## src/rtl/smb_host_pkg.sv

```systemverilog
package smb_host_pkg;

    // register offsets
    localparam logic [2:0] REG_STAT = 3'd0;
    localparam logic [2:0] REG_CTL  = 3'd1;
    localparam logic [2:0] REG_CMD  = 3'd2;
    localparam logic [2:0] REG_ADDR = 3'd3;
    localparam logic [2:0] REG_D0   = 3'd4;
    localparam logic [2:0] REG_D1   = 3'd5;
    localparam logic [2:0] REG_BLK  = 3'd6;

    // control bit positions
    localparam int CTL_IE    = 0;
    localparam int CTL_KILL  = 1;
    localparam int CTL_LAST  = 5;
    localparam int CTL_START = 6;

    // transaction type codes (control bits 4:2)
    localparam logic [2:0] T_QUICK = 3'd0;
    localparam logic [2:0] T_BYTE  = 3'd1;
    localparam logic [2:0] T_BDATA = 3'd2;
    localparam logic [2:0] T_WORD  = 3'd3;
    localparam logic [2:0] T_BLOCK = 3'd5;
    localparam logic [2:0] T_I2CRD = 3'd6;

    typedef enum logic [1:0] {
        OP_START = 2'd0,
        OP_WRITE = 2'd1,
        OP_READ  = 2'd2,
        OP_STOP  = 2'd3
    } eng_op_e;

    typedef enum logic [1:0] {
        END_OK   = 2'd0,
        END_DEV  = 2'd1,
        END_BUS  = 2'd2,
        END_FAIL = 2'd3
    } end_e;

    typedef enum logic [4:0] {
        S_IDLE, S_START1, S_ADDR1, S_CMD, S_OFS, S_RESTART, S_ADDR2,
        S_WD0, S_WD1, S_WCNT, S_WBLK, S_RD0, S_RD1, S_RCNT, S_RBLK,
        S_HOLD, S_STOP, S_END
    } seq_state_e;

endpackage

```

## src/rtl/smb_host_regs.sv

```systemverilog
module smb_host_regs
    import smb_host_pkg::*;
(
    input  logic       clk,
    input  logic       rst_n,
    input  logic       wr_en,
    input  logic [2:0] wr_addr,
    input  logic [7:0] wr_data,
    input  logic [2:0] rd_addr,
    output logic [7:0] rd_data,
    output logic       start_o,
    output logic [2:0] start_type_o,
    output logic       last_o,
    output logic       kill_o,
    output logic [7:0] cmd_o,
    output logic [7:0] addr_o,
    output logic [7:0] d0_o,
    output logic [7:0] d1_o,
    output logic [7:0] blk_o,
    output logic [7:0] status_o,
    output logic       irq_o,
    input  logic       set_byte_done,
    input  logic       fin,
    input  end_e       fin_kind,
    input  logic       d0_we,
    input  logic       d1_we,
    input  logic       blk_we,
    input  logic [7:0] fsm_wval
);

    logic [7:0] ctl_q, cmd_q, addr_q, d0_q, d1_q, blk_q;
    logic       bd_q, fail_q, bus_q, dev_q, intr_q, busy_q;
    logic [7:0] hit;

    assign hit          = wr_en ? (8'b1 << wr_addr) : 8'h00;
    assign start_o      = hit[REG_CTL] && wr_data[CTL_START] && !busy_q;
    assign start_type_o = wr_data[4:2];

    always_ff @(posedge clk or negedge rst_n) begin
        if (!rst_n) begin
            ctl_q  <= '0; cmd_q <= '0; addr_q <= '0;
            d0_q   <= '0; d1_q  <= '0; blk_q  <= '0;
            bd_q   <= 1'b0; fail_q <= 1'b0; bus_q <= 1'b0;
            dev_q  <= 1'b0; intr_q <= 1'b0; busy_q <= 1'b0;
        end else begin
            if (hit[REG_CTL])  ctl_q  <= wr_data & ~(8'h01 << CTL_START);
            if (fin)           ctl_q[CTL_LAST] <= 1'b0;
            if (hit[REG_CMD])  cmd_q  <= wr_data;
            if (hit[REG_ADDR]) addr_q <= wr_data;
            if (d0_we)             d0_q  <= fsm_wval;
            else if (hit[REG_D0])  d0_q  <= wr_data;
            if (d1_we)             d1_q  <= fsm_wval;
            else if (hit[REG_D1])  d1_q  <= wr_data;
            if (blk_we)            blk_q <= fsm_wval;
            else if (hit[REG_BLK]) blk_q <= wr_data;
            // write-one-to-clear, core events win
            if (hit[REG_STAT]) begin
                bd_q   <= bd_q   & ~wr_data[7];
                fail_q <= fail_q & ~wr_data[4];
                bus_q  <= bus_q  & ~wr_data[3];
                dev_q  <= dev_q  & ~wr_data[2];
                intr_q <= intr_q & ~wr_data[1];
            end
            if (set_byte_done) bd_q   <= 1'b1;
            if (start_o)       busy_q <= 1'b1;
            if (fin) begin
                busy_q <= 1'b0;
                unique case (fin_kind)
                    END_OK:   intr_q <= 1'b1;
                    END_DEV:  dev_q  <= 1'b1;
                    END_BUS:  bus_q  <= 1'b1;
                    END_FAIL: fail_q <= 1'b1;
                endcase
            end
        end
    end

    assign status_o = {bd_q, 2'b00, fail_q, bus_q, dev_q, intr_q, busy_q};
    assign last_o   = ctl_q[CTL_LAST];
    assign kill_o   = ctl_q[CTL_KILL];
    assign cmd_o    = cmd_q;
    assign addr_o   = addr_q;
    assign d0_o     = d0_q;
    assign d1_o     = d1_q;
    assign blk_o    = blk_q;
    assign irq_o    = ctl_q[CTL_IE] & (fail_q | bus_q | dev_q | intr_q);

    always_comb begin
        case (rd_addr)
            REG_STAT: rd_data = status_o;
            REG_CTL:  rd_data = ctl_q;
            REG_CMD:  rd_data = cmd_q;
            REG_ADDR: rd_data = addr_q;
            REG_D0:   rd_data = d0_q;
            REG_D1:   rd_data = d1_q;
            REG_BLK:  rd_data = blk_q;
            default:  rd_data = 8'h00;
        endcase
    end

endmodule

```

## src/rtl/smb_host_fsm.sv

```systemverilog
module smb_host_fsm
    import smb_host_pkg::*;
#(
    parameter int MAX_BLOCK = 32
) (
    input  logic       clk,
    input  logic       rst_n,
    input  logic       start,
    input  logic [2:0] start_type,
    input  logic       last_req,
    input  logic       kill,
    input  logic       byte_done,
    input  logic [7:0] addr,
    input  logic [7:0] cmd,
    input  logic [7:0] d0,
    input  logic [7:0] d1,
    input  logic [7:0] blk,
    output logic       eng_req,
    output eng_op_e    eng_op,
    output logic [7:0] eng_wdata,
    output logic       eng_nack,
    input  logic       eng_done,
    input  logic       eng_nak,
    input  logic       eng_fault,
    input  logic [7:0] eng_rdata,
    output logic       set_byte_done,
    output logic       fin,
    output end_e       fin_kind,
    output logic       d0_we,
    output logic       d1_we,
    output logic       blk_we,
    output logic [7:0] wval
);

    localparam int         CNT_W = $clog2(MAX_BLOCK + 1);
    localparam logic [7:0] MAX_B = 8'(MAX_BLOCK);

    function automatic logic [CNT_W-1:0] clip(input logic [7:0] v);
        return (v > MAX_B) ? CNT_W'(MAX_BLOCK) : v[CNT_W-1:0];
    endfunction

    function automatic logic type_ok(input logic [2:0] t);
        return (t != 3'd4) && (t != 3'd7);
    endfunction

    seq_state_e       state, nxt, adv;
    end_e             kind, nxt_kind;
    logic [2:0]       ttype;
    logic             trw, last_sent, ok_done, wr_phase, rblk_nack;
    logic [CNT_W-1:0] idx, total;

    assign ok_done   = eng_done && !eng_fault && !kill;
    assign wr_phase  = state inside {S_ADDR1, S_ADDR2, S_CMD, S_OFS,
                                     S_WD0, S_WD1, S_WCNT, S_WBLK};
    assign rblk_nack = (ttype == T_I2CRD) ? last_req
                                          : (CNT_W'(idx + 1'b1) == total);

    // normal successor of each bus step
    always_comb begin
        adv = S_END;
        unique case (state)
            S_START1:  adv = S_ADDR1;
            S_ADDR1: begin
                if (ttype == T_QUICK)      adv = S_STOP;
                else if (ttype == T_BYTE)  adv = trw ? S_RD0 : S_CMD;
                else if (ttype == T_I2CRD) adv = S_OFS;
                else                       adv = S_CMD;
            end
            S_CMD: begin
                if (ttype == T_BYTE)       adv = S_STOP;
                else if (ttype == T_BLOCK) adv = trw ? S_RESTART : S_WCNT;
                else                       adv = trw ? S_RESTART : S_WD0;
            end
            S_OFS:     adv = S_RESTART;
            S_RESTART: adv = S_ADDR2;
            S_ADDR2: begin
                if (ttype == T_BLOCK)      adv = S_RCNT;
                else if (ttype == T_I2CRD) adv = S_RBLK;
                else                       adv = S_RD0;
            end
            S_WD0:     adv = (ttype == T_WORD) ? S_WD1 : S_STOP;
            S_WD1:     adv = S_STOP;
            S_RD0:     adv = (ttype == T_WORD) ? S_RD1 : S_STOP;
            S_RD1:     adv = S_STOP;
            S_WCNT:    adv = (total == '0) ? S_STOP : S_WBLK;
            S_RCNT:    adv = (clip(eng_rdata) == '0) ? S_STOP : S_RBLK;
            S_WBLK:    adv = S_HOLD;
            S_RBLK:    adv = S_HOLD;
            default:   adv = S_END;
        endcase
    end

    always_comb begin
        nxt      = state;
        nxt_kind = kind;
        unique case (state)
            S_IDLE: begin
                if (start) begin
                    if (type_ok(start_type)) begin
                        nxt = S_START1; nxt_kind = END_OK;
                    end else begin
                        nxt = S_END;    nxt_kind = END_DEV;
                    end
                end
            end
            S_HOLD: begin
                if (kill) begin
                    nxt = S_STOP; nxt_kind = END_FAIL;
                end else if (!byte_done) begin
                    if (ttype == T_I2CRD) nxt = last_sent ? S_STOP : S_RBLK;
                    else if (idx == total) nxt = S_STOP;
                    else nxt = trw ? S_RBLK : S_WBLK;
                end
            end
            S_END: nxt = S_IDLE;
            default: begin
                if (eng_done) begin
                    if (eng_fault) begin
                        nxt = S_END;  nxt_kind = END_BUS;
                    end else if (state == S_STOP) begin
                        nxt = S_END;
                    end else if (kill) begin
                        nxt = S_STOP; nxt_kind = END_FAIL;
                    end else if (eng_nak && wr_phase) begin
                        nxt = S_STOP; nxt_kind = END_DEV;
                    end else begin
                        nxt = adv;
                    end
                end
            end
        endcase
    end

    always_ff @(posedge clk or negedge rst_n) begin
        if (!rst_n) begin
            state <= S_IDLE; kind <= END_OK;
            ttype <= T_QUICK; trw <= 1'b0; last_sent <= 1'b0;
            idx   <= '0;     total <= '0;
        end else begin
            state <= nxt;
            kind  <= nxt_kind;
            if (state == S_IDLE && start) begin
                ttype     <= start_type;
                trw       <= addr[0];
                idx       <= '0;
                total     <= clip(d0);
                last_sent <= 1'b0;
            end
            if (set_byte_done)              idx       <= idx + 1'b1;
            if (ok_done && state == S_RBLK) last_sent <= eng_nack;
            if (ok_done && state == S_RCNT) total     <= clip(eng_rdata);
        end
    end

    always_comb begin
        eng_req   = !(state inside {S_IDLE, S_HOLD, S_END});
        eng_op    = OP_WRITE;
        eng_wdata = 8'h00;
        eng_nack  = 1'b0;
        unique case (state)
            S_START1, S_RESTART: eng_op = OP_START;
            S_STOP:              eng_op = OP_STOP;
            S_RD0:  begin eng_op = OP_READ; eng_nack = (ttype != T_WORD); end
            S_RD1:  begin eng_op = OP_READ; eng_nack = 1'b1; end
            S_RCNT: eng_op = OP_READ;
            S_RBLK: begin eng_op = OP_READ; eng_nack = rblk_nack; end
            S_ADDR1: eng_wdata = {addr[7:1],
                                  (ttype == T_QUICK || ttype == T_BYTE) ? trw : 1'b0};
            S_ADDR2: eng_wdata = {addr[7:1], 1'b1};
            S_CMD:   eng_wdata = cmd;
            S_OFS:   eng_wdata = d1;
            S_WD0:   eng_wdata = d0;
            S_WD1:   eng_wdata = d1;
            S_WCNT:  eng_wdata = 8'(total);
            S_WBLK:  eng_wdata = blk;
            default: eng_wdata = 8'h00;
        endcase
        set_byte_done = ok_done && ((state == S_WBLK && !eng_nak) || state == S_RBLK);
        d0_we         = ok_done && (state == S_RD0 || state == S_RCNT);
        d1_we         = ok_done && (state == S_RD1);
        blk_we        = ok_done && (state == S_RBLK);
        wval          = (state == S_RCNT) ? 8'(clip(eng_rdata)) : eng_rdata;
        fin           = (state == S_END);
        fin_kind      = kind;
    end

endmodule

```

## src/rtl/smb_host_seq.sv

```systemverilog
module smb_host_seq
    import smb_host_pkg::*;
#(
    parameter int MAX_BLOCK = 32
) (
    input  logic       clk,
    input  logic       rst_n,
    input  logic       reg_we,
    input  logic [2:0] reg_addr,
    input  logic [7:0] reg_wdata,
    output logic [7:0] reg_rdata,
    output logic       irq,
    output logic       eng_req,
    output logic [1:0] eng_op,
    output logic [7:0] eng_wdata,
    output logic       eng_nack,
    input  logic       eng_done,
    input  logic       eng_nak,
    input  logic       eng_fault,
    input  logic [7:0] eng_rdata
);

    logic       start_w, last_w, kill_w, sbd_w, fin_w;
    logic       d0we_w, d1we_w, blkwe_w, busy_w;
    logic [2:0] stype_w;
    logic [7:0] cmd_w, addr_w, d0_w, d1_w, blk_w, status_w, wval_w;
    end_e       kind_w;
    eng_op_e    op_w;

    smb_host_regs u_regs (
        .clk(clk), .rst_n(rst_n),
        .wr_en(reg_we), .wr_addr(reg_addr), .wr_data(reg_wdata),
        .rd_addr(reg_addr), .rd_data(reg_rdata),
        .start_o(start_w), .start_type_o(stype_w),
        .last_o(last_w), .kill_o(kill_w),
        .cmd_o(cmd_w), .addr_o(addr_w), .d0_o(d0_w), .d1_o(d1_w),
        .blk_o(blk_w), .status_o(status_w), .irq_o(irq),
        .set_byte_done(sbd_w), .fin(fin_w), .fin_kind(kind_w),
        .d0_we(d0we_w), .d1_we(d1we_w), .blk_we(blkwe_w), .fsm_wval(wval_w)
    );

    smb_host_fsm #(.MAX_BLOCK(MAX_BLOCK)) u_fsm (
        .clk(clk), .rst_n(rst_n),
        .start(start_w), .start_type(stype_w),
        .last_req(last_w), .kill(kill_w), .byte_done(status_w[7]),
        .addr(addr_w), .cmd(cmd_w), .d0(d0_w), .d1(d1_w), .blk(blk_w),
        .eng_req(eng_req), .eng_op(op_w), .eng_wdata(eng_wdata),
        .eng_nack(eng_nack), .eng_done(eng_done), .eng_nak(eng_nak),
        .eng_fault(eng_fault), .eng_rdata(eng_rdata),
        .set_byte_done(sbd_w), .fin(fin_w), .fin_kind(kind_w),
        .d0_we(d0we_w), .d1_we(d1we_w), .blk_we(blkwe_w), .wval(wval_w)
    );

    assign eng_op = op_w;
    assign busy_w = status_w[0];

endmodule

```

## config.mk

```make
export PLATFORM = sky130hd
export DESIGN_NAME = smb_host_seq
export DESIGN_NICKNAME = d
export VERILOG_FILES = /design/src/rtl/smb_host_pkg.sv /design/src/rtl/smb_host_regs.sv /design/src/rtl/smb_host_fsm.sv /design/src/rtl/smb_host_seq.sv
export SDC_FILE = /design/constraint.sdc
export NUM_CORES = 1
export LEC_CHECK = 0
export BUFFER_PORTS_ARGS = -buffer_cell sky130_fd_sc_hd__buf_2
export CORE_ASPECT_RATIO = 0.6
export CORE_MARGIN = 2
export CORE_UTILIZATION = 34
export CTS_CLUSTER_SIZE = 40
export DETAILED_ROUTE_END_ITERATION = 10
export SLEW_MARGIN = 20
export SYNTH_ARGS = -nofsm -noshare
export SYNTH_HDL_FRONTEND = slang
export SYNTH_SLANG_ARGS = --single-unit
```

## constraint.sdc

```tcl
create_clock -name clk -period 3.3 [get_ports clk]
set_input_delay 0.33 -clock clk [delete_from_list [all_inputs] [get_ports clk]]
set_output_delay 0.33 -clock clk [all_outputs]
set_load 0.1 [all_outputs]
```

==> impl_metrics.csv <==
group,metric,value,unit
yosys,synth_top_cells_by_area,"dfrtp_1 38%, mux2_2 9.2%, o21ai_0 5.1%",
global_route,groute.usage.overall,22.20,%
worst_setup_path,critical-path-top-delay-family,"flip-flops",
die,start_util,35.05,%
global_route,first_global_vias,4577,
power_and_ir_drop,p_int,2258,uW
final_layout,multi_input_comb_area,2983,um2
detailed_routing,drt_first_pass_iters,5,
die,rows,34,
sta,hold_slack,-0.004274,ns
clock_tree,worst_setup_hold_path_clk_slew,0.06,ns
final_layout,layout-drive-gt1-share,21.63,%
yosys,synth_area_per_cell,8.847,um2
global_route,wire_length_of_the_first_global_routing_pass,27030,um
power_and_ir_drop,total_switching_power,1780,uW
yosys,fraction_of_registers_with_async_set_reset,100.0,%
clock_tree,clk-insertion-delay-late,0.35,ns
power_and_ir_drop,clock_power_share,26.0,%
worst_setup_path,worst-setup-path-type,"flip-flop to output pin",
clock_tree,cts_buffer_depth,2,
final_layout,antenna_cells_inserted,0,
die,coreArea,14590,um2
final_layout,commonest_cells_after_routing_fill_and_taps_aside,"77 x dfrtp_1, 64 x nand2_1, 52 x nor2_1, 51 x o21ai_0, 44 x buf_2",
clock_tree,cts_setup_buffers,0,
die,die_extent_in_y,99.00,um
final_layout,layout-area-overhead-vs-synth,14.53,%
yosys,syn-instance-count,578,
die,chipWidth,162.3,um
run_status,failed_checks,"hold timing",
worst_setup_path,critPathArrivalTime,2.66,ns
sta,fin_tns_setup,0,ns
detailed_routing,detailedRoute.firstIterationViolations,556,
worst_setup_path,worst_ep_required_time,2.97,ns
power_and_ir_drop,power.leakage,0.002469,uW
place,hpwl,13090,um
detailed_routing,post_drt_wl_per_cell,21.55,um
run_status,run_status,"complete, but fails checks",
clock_tree,cts.root.buffer_cell,"clkbuf_16",
power_and_ir_drop,peakVddDrop,0.6028,mV
clock_tree,htree_levels,3,
yosys,ys_types,63,
sta,worst_pin_slew,0.9073,ns
power_and_ir_drop,power-per-cell-area,689.4,nW/um2
yosys,dominantRegCellSynth,"dfrtp_1",
clock_tree,tritoncts_clock_tree,"built",
sta,final.period_utilization,90.68,%
worst_setup_path,worstPathMaxFanout,17,
place,placer_congestion_estimate,0.9300,
final_layout,num-nets-final,636,
global_route,maximum_number_of_pins_on_one_net_before_global_route_repair,78,
clock_tree,cts_made_buffers,9,
worst_setup_path,worstSetupEndpointType,"output pin",
clock_tree,cts_sinks,77,
power_and_ir_drop,power_frac_seq,36.1,%
sta,slew_headroom,39.19,%
detailed_routing,remaining_routing_drc_violations,0,
final_layout,fillers,1484,
final_layout,seqCellArea,1927,um2
worst_setup_path,timing.critical_path.cells,"nand2_1 > nor2_1 > a22o_1 > nand3_1 > o211a_1 > a21oi_1 > buf_2",
yosys,synth-edff-count,0,
yosys,synthesis.yosys.warnings,0,
worst_setup_path,timing.reg2reg.worst_path_depth,6,
yosys,yosysTopAreaCell,"dfrtp_1",
yosys,seq_area_frac_synth,37.68,%
power_and_ir_drop,sw_frac_of_total,44.09,%
worst_setup_path,max_stage_delay,0.73,ns
sta,maximum_achievable_frequency,334.2,MHz
worst_setup_path,worstPathBufferInverterCount,1,
place,io_buffers,45,
job,maxCapViolCount,0,
worst_hold_path,worst_hold_class,"input port to asynchronous set/reset pin",
detailed_routing,number_of_vias_after_detailed_routing,4914,
worst_setup_path,critPathLaunchType,"flip-flop",
sta,layout_min_cycle_time,2.993,ns
detailed_routing,drt.antenna.violating_nets,0,
sta,skew,0.008543,ns
yosys,mappedNetlistArea,5114,um2
sta,final-max-slew-violation-count,0,
yosys,syn_nets,604,
sta,final_hold_viol_count,3,
yosys,netlist.area_leader.share,37.68,%
power_and_ir_drop,comb_power_share,37.9,%
yosys,count_of_state_elements_after_synthesis,77,
detailed_routing,total_wire_length_after_detailed_routing,17520,um
sta,total_setup_violations_reported_at_the_end_of_the_flow,0,
sta,setup_repair_after_global_routing_missed_its_margin,"false",
clock_tree,ctsHoldBuffers,0,
clock_tree,cts_resized,0,
final_layout,final_common_cell,"dfrtp_1",
die,die-area,16070,um2
detailed_routing,viasPerCell,6.044,
worst_setup_path,crit_path_top_delay_cell,"dfrtp_1",
global_route,global_route.overflow_total,0,
die,top_level_ports,46,
final_layout,final_core_util,40.14,%
worst_setup_path,critical_path_depth,7,
global_route,grt_antenna_before_repair,0,
cells by family after synthesis:
kind of cell             count (synthesis)  synth area share (%)
multiplexers                            70                 15.46
XOR/XNOR                                15                 2.569
buffers and inverters                   51                 4.135
adder cells (fa/ha/maj)                  1                0.2446
flip-flops                              77                 37.68
AND/OR/NAND/NOR                        211                 20.41
AO/OA/AOI/OAI                          153                 19.50
worst reg2reg max path, cell delays in order (launching register included):
cell	delay [ns]
dfrtp_1	0.73
nand2_1	0.34
or3_1	0.53
nor2_1	0.32
nor2_1	0.16
a22oi_1	0.24
o21ai_0	0.12
worst paths after layout:
| kind | start | endpoint | slack (ns) |
|---|---|---|---|
| max in group asynchronous | rst_n | u_fsm.idx[2] | 2.77 |
| min | rst_n | u_fsm.state[1] | -0.004 |
| max reg2reg | u_fsm.state[2] | u_fsm.total[4] | 0.71 |
| min in group clk | eng_rdata[1] | u_fsm.total[1] | 0.26 |
| min reg2reg | u_regs.ctl_q[2] | u_regs.ctl_q[2] | 0.51 |
| max | u_fsm.state[1] | eng_nack | 0.31 |
per-stage QoR:
stage | instances | worst slack, ns | total power, uW | cell area, um2 | hold WS, ns
CTS | 813 | 0.3422 | 4017 | 5853 | 0.2127
global placement | 797 | 0.7685 | 2932 | 5543 | 0.4904
detailed placement | 797 | 0.7081 | 2963 | 5543 | 0.4944
global route | 813 | 0.1587 | 4235 | 5857 | 0.06086
finish | 813 | 0.3075 | 4038 | 5857 | -0.004274
floorplan | 578 | 0.1119 | 2564 | 5121 | 0.03441
registers in the layout, summed over array words and instances, names as in the netlist:
| signal | count |
|---|---|
| u_regs.addr_o | 8 |
| u_regs.fail_q | 1 |
| u_regs.ctl_q | 7 |
| u_regs.d0_o | 8 |
| u_fsm.idx | 6 |
| u_regs.cmd_o | 8 |
| u_regs.bd_q | 1 |
| u_regs.busy_q | 1 |
| u_fsm.fin_kind | 2 |
| u_fsm.total | 6 |
| u_fsm.state | 5 |
| u_regs.intr_q | 1 |
| u_regs.bus_q | 1 |
| u_regs.d1_o | 8 |
| u_fsm.last_sent | 1 |
| u_regs.dev_q | 1 |
| u_regs.blk_o | 8 |
| u_fsm.trw | 1 |
| u_fsm.ttype | 3 |
cells in the mapped netlist, types with 6 or more instances:
cell / instances
a221oi_1: 7
o21ai_0: 52
inv_1: 12
buf_2: 10
dfrtp_1: 77
xor2_1: 7
mux2_2: 42
nand3_1: 18
a31oi_1: 8
nand2_1: 64
nor2_1: 52
nor3_1: 16
a21oi_1: 33
clkbuf_1: 23
mux2i_1: 25
a22oi_1: 9
a22o_1: 6
nor2b_1: 11
xnor2_1: 8
nand2b_1: 9
layout make-up:
cell class / instances / area share (%)
inverters: 12 / 0.7691
repair buffers: 60 / 5.875
clock buffers: 9 / 3.845
flip-flops and latches: 77 / 32.90
clock inverters: 7 / 1.453
well taps: 198 / 4.230
multi-input cells: 450 / 50.93
metal layers:
metal  global-route usage, %  share of wire, %  wire length, um
met5                       0                 0                0
met4                   4.221               1.1              197
met3                   9.091                13             2354
met2                   28.81                39             6753
met1                   33.99                47             8217
power by group through the flow:
stage / clock network (uW) / logic (uW) / registers [uW]
finish: 1050 / 1530 / 1460
global route: 1110 / 1640 / 1480
CTS: 1060 / 1510 / 1440
detailed placement: 0 / 1500 / 1460
global placement: 0 / 1480 / 1450
floorplan: 0 / 1300 / 1270
Note: power is estimated with default switching activity, not from simulation.
